--- src/rtl/mc_ctrl_pkg.sv ---
package mc_ctrl_pkg;

  localparam int PH_W = 3;

  typedef enum logic [PH_W-1:0] {
    PH_FETCH  = 3'd0,
    PH_DECODE = 3'd1,
    PH_ST_ADR = 3'd2,
    PH_ST_WR  = 3'd3,
    PH_LD_ADR = 3'd4,
    PH_LD_RD  = 3'd5,
    PH_LD_WB  = 3'd6,
    PH_SPARE  = 3'd7
  } mc_phase_e;

  localparam logic       PCSRC_ALU = 1'b0;
  localparam logic       ASRC_PC   = 1'b0;
  localparam logic       ASRC_REG  = 1'b1;
  localparam logic [1:0] BSRC_REG  = 2'b00;
  localparam logic [1:0] BSRC_FOUR = 2'b01;
  localparam logic [1:0] BSRC_IMM  = 2'b10;
  localparam logic [1:0] ALU_ADD   = 2'b00;
  localparam logic       DST_RT    = 1'b0;
  localparam logic       WB_DATA   = 1'b1;

  typedef struct packed {
    logic       pc_we;
    logic       mem_we;
    logic       ir_we;
    logic       pc_sel;
    logic       a_sel;
    logic [1:0] b_sel;
    logic [1:0] alu_op;
    logic       dst_sel;
    logic       wb_sel;
    logic       rf_we;
  } mc_ctrl_t;

endpackage

--- src/rtl/mc_rst_sync.sv ---
module mc_rst_sync #(
  parameter int STAGES = 2
) (
  input  logic clk,
  input  logic arst_n,
  output logic srst_n
);

  generate
    if (STAGES <= 1) begin : g_single
      logic q;
      always_ff @(posedge clk or negedge arst_n) begin
        if (!arst_n) q <= 1'b0;
        else         q <= 1'b1;
      end
      assign srst_n = q;
    end else begin : g_chain
      logic [STAGES-1:0] sh;
      always_ff @(posedge clk or negedge arst_n) begin
        if (!arst_n) sh <= '0;
        else         sh <= {sh[STAGES-2:0], 1'b1};
      end
      assign srst_n = sh[STAGES-1];
    end
  endgenerate

endmodule

--- src/rtl/mc_next_lut.sv ---
module mc_next_lut
  import mc_ctrl_pkg::*;
#(
  parameter int               OPC_W    = 6,
  parameter logic [OPC_W-1:0] LOAD_OP  = 6'd35,
  parameter logic [OPC_W-1:0] STORE_OP = 6'd43
) (
  input  mc_phase_e        cur,
  input  logic [OPC_W-1:0] opc,
  output mc_phase_e        nxt
);

  // Deep, narrow table: (phase, opcode) -> phase. Every entry defined.
  always_comb begin
    nxt = PH_FETCH;
    unique case (cur)
      PH_FETCH:  nxt = PH_DECODE;
      PH_DECODE: begin
        if (opc == STORE_OP)     nxt = PH_ST_ADR;
        else if (opc == LOAD_OP) nxt = PH_LD_ADR;
        else                     nxt = PH_FETCH;
      end
      PH_ST_ADR: nxt = PH_ST_WR;
      PH_ST_WR:  nxt = PH_FETCH;
      PH_LD_ADR: nxt = PH_LD_RD;
      PH_LD_RD:  nxt = PH_LD_WB;
      PH_LD_WB:  nxt = PH_FETCH;
      PH_SPARE:  nxt = PH_FETCH;
    endcase
  end

endmodule

--- src/rtl/mc_ctrl_lut.sv ---
module mc_ctrl_lut
  import mc_ctrl_pkg::*;
(
  input  mc_phase_e cur,
  output mc_ctrl_t  word
);

  // Shallow, wide table: phase -> control word. Opcode is not an input.
  always_comb begin
    word        = '0;
    word.alu_op = ALU_ADD;
    unique case (cur)
      PH_FETCH: begin
        word.ir_we  = 1'b1;
        word.pc_we  = 1'b1;
        word.pc_sel = PCSRC_ALU;
        word.a_sel  = ASRC_PC;
        word.b_sel  = BSRC_FOUR;
      end
      PH_DECODE: begin
        word.b_sel = BSRC_REG;
      end
      PH_ST_ADR, PH_LD_ADR, PH_LD_RD: begin
        word.a_sel = ASRC_REG;
        word.b_sel = BSRC_IMM;
      end
      PH_ST_WR: begin
        word.a_sel  = ASRC_REG;
        word.b_sel  = BSRC_IMM;
        word.mem_we = 1'b1;
      end
      PH_LD_WB: begin
        word.rf_we   = 1'b1;
        word.wb_sel  = WB_DATA;
        word.dst_sel = DST_RT;
      end
      PH_SPARE: begin
        word = '0;
      end
    endcase
  end

endmodule

--- src/rtl/mc_seq_ctrl.sv ---
module mc_seq_ctrl
  import mc_ctrl_pkg::*;
#(
  parameter int               OPC_W      = 6,
  parameter logic [OPC_W-1:0] LOAD_OP    = 6'd35,
  parameter logic [OPC_W-1:0] STORE_OP   = 6'd43,
  parameter int               RST_STAGES = 2
) (
  input  logic             clk,
  input  logic             rst_n,
  input  logic [OPC_W-1:0] opcode,
  output logic             pc_we,
  output logic             mem_we,
  output logic             ir_we,
  output logic             pc_sel,
  output logic             alu_a_sel,
  output logic [1:0]       alu_b_sel,
  output logic [1:0]       alu_op,
  output logic             dst_sel,
  output logic             wb_sel,
  output logic             rf_we,
  output logic [PH_W-1:0]  state_dbg
);

  logic      rst_q_n;
  mc_phase_e phase_q;
  mc_phase_e phase_d;
  mc_ctrl_t  ctrl;

  mc_rst_sync #(.STAGES(RST_STAGES)) u_rst (
    .clk    (clk),
    .arst_n (rst_n),
    .srst_n (rst_q_n)
  );

  mc_next_lut #(
    .OPC_W    (OPC_W),
    .LOAD_OP  (LOAD_OP),
    .STORE_OP (STORE_OP)
  ) u_next (
    .cur (phase_q),
    .opc (opcode),
    .nxt (phase_d)
  );

  mc_ctrl_lut u_ctrl (
    .cur  (phase_q),
    .word (ctrl)
  );

  always_ff @(posedge clk or negedge rst_q_n) begin
    if (!rst_q_n) phase_q <= PH_FETCH;
    else          phase_q <= phase_d;
  end

  assign pc_we     = ctrl.pc_we;
  assign mem_we    = ctrl.mem_we;
  assign ir_we     = ctrl.ir_we;
  assign pc_sel    = ctrl.pc_sel;
  assign alu_a_sel = ctrl.a_sel;
  assign alu_b_sel = ctrl.b_sel;
  assign alu_op    = ctrl.alu_op;
  assign dst_sel   = ctrl.dst_sel;
  assign wb_sel    = ctrl.wb_sel;
  assign rf_we     = ctrl.rf_we;
  assign state_dbg = phase_q;

  // Phase sequencing checks
  p_fetch_next_r2: assert property (@(posedge clk) disable iff (!rst_q_n)
    phase_q == PH_FETCH |=> phase_q == PH_DECODE);

  p_decode_store_r3: assert property (@(posedge clk) disable iff (!rst_q_n)
    (phase_q == PH_DECODE && opcode == STORE_OP) |=> phase_q == PH_ST_ADR);

  p_decode_load_r3: assert property (@(posedge clk) disable iff (!rst_q_n)
    (phase_q == PH_DECODE && opcode == LOAD_OP) |=> phase_q == PH_LD_ADR);

  p_decode_other_r4: assert property (@(posedge clk) disable iff (!rst_q_n)
    (phase_q == PH_DECODE && opcode != LOAD_OP && opcode != STORE_OP)
      |=> phase_q == PH_FETCH);

  p_store_chain_r5: assert property (@(posedge clk) disable iff (!rst_q_n)
    phase_q == PH_ST_ADR |=> phase_q == PH_ST_WR);

  p_store_back_r5: assert property (@(posedge clk) disable iff (!rst_q_n)
    phase_q == PH_ST_WR |=> phase_q == PH_FETCH);

  p_load_adr_r6: assert property (@(posedge clk) disable iff (!rst_q_n)
    phase_q == PH_LD_ADR |=> phase_q == PH_LD_RD);

  p_load_rd_r6: assert property (@(posedge clk) disable iff (!rst_q_n)
    phase_q == PH_LD_RD |=> phase_q == PH_LD_WB);

  p_load_back_r6: assert property (@(posedge clk) disable iff (!rst_q_n)
    phase_q == PH_LD_WB |=> phase_q == PH_FETCH);

  // Write strobes follow their preparing phase
  p_mem_we_after_adr_r5: assert property (@(posedge clk) disable iff (!rst_q_n)
    (mem_we && $past(rst_q_n)) |-> $past(phase_q) == PH_ST_ADR);

  p_rf_we_after_read_r9: assert property (@(posedge clk) disable iff (!rst_q_n)
    (rf_we && $past(rst_q_n)) |-> (wb_sel && $past(phase_q) == PH_LD_RD));

  p_we_onehot_r11: assert property (@(posedge clk) disable iff (!rst_q_n)
    $onehot0({ir_we, mem_we, rf_we}));

  p_legal_phase_r12: assert property (@(posedge clk) disable iff (!rst_q_n)
    state_dbg != 3'd7);

endmodule

--- config.mk ---
export PLATFORM = sky130hd
export DESIGN_NAME = mc_seq_ctrl
export DESIGN_NICKNAME = d
export VERILOG_FILES = /design/src/rtl/mc_ctrl_pkg.sv /design/src/rtl/mc_rst_sync.sv /design/src/rtl/mc_next_lut.sv /design/src/rtl/mc_ctrl_lut.sv /design/src/rtl/mc_seq_ctrl.sv
export SDC_FILE = /design/constraint.sdc
export NUM_CORES = 1
export LEC_CHECK = 0
export ABC_CLOCK_PERIOD_IN_PS = 2800
export BUFFER_PORTS_ARGS = -buffer_cell sky130_fd_sc_hd__clkbuf_2
export CORE_AREA = 4 4 41 43
export CTS_CLUSTER_DIAMETER = 30
export DETAILED_ROUTE_END_ITERATION = 6
export DIE_AREA = 0 0 45 47
export HOLD_SLACK_MARGIN = 0.06
export PLACE_DENSITY = 0.52
export SLEW_MARGIN = 30
export SYNTH_ARGS = -nofsm -noshare
export SYNTH_HDL_FRONTEND = slang
export SYNTH_HIERARCHICAL = 1
export SYNTH_SLANG_ARGS = --single-unit
--- constraint.sdc ---
create_clock -name clk -period 2.8 [get_ports clk]
set_input_delay 0.56 -clock clk [delete_from_list [all_inputs] [get_ports clk]]
set_output_delay 0.56 -clock clk [all_outputs]
set_load 0.02 [all_outputs]
==> impl_metrics.tcl <==
set metrics [dict create \
    clock_insertion_delay_worst_skew_ns 0.24 \
    groute.usage.overall 0.0588 \
    flow.area_growth_from_synthesis_pct 32.4 \
    globalplace.congestion 0.604 \
    placeable_core_region_um2 1300 \
    powerDensity_nw_per_um2 1280 \
    grt_max_degree 11 \
    timing.critical_path.required_ns 2.24 \
    achievable-frequency_mhz 555 \
    htreeDepth 1 \
    grt_first_pass_wirelength_um 800 \
    timing.final.crit_share 0.643 \
    rows 13 \
    floorplan.die.height_um 47 \
    worst_reg_to_reg_cells 3 \
    synth.yosys.seq_area_share 0.420 \
    synthesis.yosys.warnings 6 \
    post-route-drc-count 0 \
    antenna_violating_nets_post_route 0 \
    regToRegEndpoint "state_dbg[1]" \
    ys_ff_latch 5 \
    power.share.switching 0.510 \
    startpoint_type "register" \
    design.die.area_um2 2120 \
    report.final.setup_viol 0 \
    postSynthAreaPerCell_um2 10.3 \
    drt_iter0_markers 0 \
    seq_power_share 0.268 \
    power.combinational.fraction 0.568 \
    synthesis.instances 29 \
    total_number_of_vias 242 \
    criticalPathCategory "reg2out" \
    cts-resized-gates 0 \
    grt-ovfl-total 0 \
    cts_inserted_buffers 3 \
    clkTransAtPathRegs_ns 0.04 \
    io_pins 23 \
    power_leakage_nw 0.227 \
    critical_path.slowest_cell "sky130_fd_sc_hd__dfrtp_1" \
    cts_num_sinks 5 \
    max_cap_violations 0 \
    crit_arrival_ns 1.24 \
    worst_ir_drop_vdd_mv 0.385 \
    finalCriticalPeriod_ns 1.80 \
    internal_power_uw 246 \
    p_total_uw 503 \
    regToRegSetupSlack_ns 1.67 \
    cp_slowest_stage_delay_ns 0.46 \
    run_status "completed" \
    drt-vias-per-instance 3.90 \
    post-cts-setup-buffer-count 0 \
    post_synth_instance_area_um2 298 \
    critical_path_peak_fanout 10 \
    hold_path_class "in2async" \
    initial_util 0.229 \
    share_clk_of_total_power 0.164 \
    finish.net_count 56 \
    tritoncts "yes" \
    clock_tree.root_cell "sky130_fd_sc_hd__clkbuf_4" \
    slew_viol_final 0 \
    n_antenna_cell 0 \
    mostFrequentLayoutCell "sky130_fd_sc_hd__clkbuf_2" \
    finalHoldViolCount 0 \
    yosysUniqueCellTypes 15 \
    antenna_found_initial 0 \
    first_drt_pass_iteration_count 1 \
    critical_path.cell_chain "nor3_1, clkbuf_2" \
    grt_pass1_vias 192 \
    hpwlAfterDp_um 406 \
    postCtsHoldBufs 1 \
    number_of_buffer_cells_added_on_primary_ports 18 \
    critical_path.reg2reg.startpoint "state_dbg[1]" \
    share_of_final_layout_standard_cells_stronger_than_drive_strength_1 0.489 \
    wl_um 543 \
    rsz_0062_raised_after_global_routing "false" \
    setup-tns-final_ns 0 \
    cts.path.max_buffers 2 \
    layout_common_cells "sky130_fd_sc_hd__clkbuf_2 (18), sky130_fd_sc_hd__dfrtp_1 (5), sky130_fd_sc_hd__conb_1 (5)" \
    crit_path_end_kind "output port" \
    worst_clock_skew_ns 0.000581 \
    die_w_um 45 \
    wire_per_inst_um 8.76 \
    final_core_utilization 0.303 \
    p_sw_uw 257 \
]
per-stage QoR:
step	cell area [um^2]	cells	setup WS, ns	hold slack, ns
final	394	62	0.999	0.0970
after global routing	394	62	0.895	0.0851
after CTS	394	62	0.978	0.0906
after detailed placement	358	57	1.24	0.0373
after global placement	358	57	1.27	0.0390
after floorplan	309	32	0.828	0.0265
synth_stat cells, drive strengths merged:
master  count  area [um^2]
xor2        1         8.76
or2b        1         7.51
nor3        2         10.0
o41ai       1         16.3
a21oi       1         5.00
nand2b      2         12.5
buf         8         60.1
and3b       2         18.8
a21o        1         7.51
nand2       1         3.75
conb        2         7.51
o22ai       1         6.26
nand4b      1         8.76
dfrtp       5          125
state kept, by name (all words and copies together) (netlist names):
name              flops
u_rst/g_chain.sh      2
state_dbg             3
critical path, delay by kind of cell, from the launching register on:
family	cells	cell delay, ns
DFF	1	0.46
buffers and inverters	1	0.23
and+or+nand+nor	1	0.31
how the worst max path moves through the flow:
stage / startpoint / endpoint / slack (ns) / cells past startpoint
6_report: state_dbg[1] / alu_b_sel[0] / 1.0 / 2
5_1_grt: state_dbg[1] / alu_b_sel[0] / 0.89 / 2
4_1_cts: state_dbg[1] / alu_b_sel[0] / 0.98 / 2
3_5_place_dp: state_dbg[1] / alu_b_sel[0] / 1.24 / 2
3_3_place_gp: state_dbg[1] / alu_b_sel[0] / 1.27 / 2
2_1_floorplan: state_dbg[1] / ir_we / 0.83 / 2
layer usage:
| layer | vias up | global-route usage | wire, um |
|---|---|---|---|
| met1 | 101 | 0.0671 | 237 |
| met2 | 21 | 0.0763 | 202 |
| li1 | 120 | - | - |
| met4 | 0 | 0.0351 | 0 |
| met3 | 0 | 0.0460 | 103 |
| met5 | - | 0 | 0 |
logic make-up after synthesis:
logic type,count (synthesis),share of synthesized area
buffers and inverters,8,0.202
AND/OR/NAND/NOR,9,0.206
XOR/XNOR,1,0.0294
other,2,0.0252
flip-flops,5,0.420
AO/OA/AOI/OAI,4,0.118
final cells by class:
cell class	count	area (um^2)
sequential	5	125
tap	15	18.8
multi-input combinational	19	124
fill	141	907
timing repair buffer	19	100
clock buffer	4	26.3
power by group through the flow:
stage	Clock [mW]	Sequential [mW]	Combinational, mW
4_1_cts	0.0856	0.135	0.288
3_5_place_dp	0	0.136	0.285
5_1_grt	0.0928	0.144	0.305
2_1_floorplan	0	0.150	0.232
6_report	0.0823	0.135	0.286
3_3_place_gp	0	0.133	0.288
(Power assumes the default switching activity.)
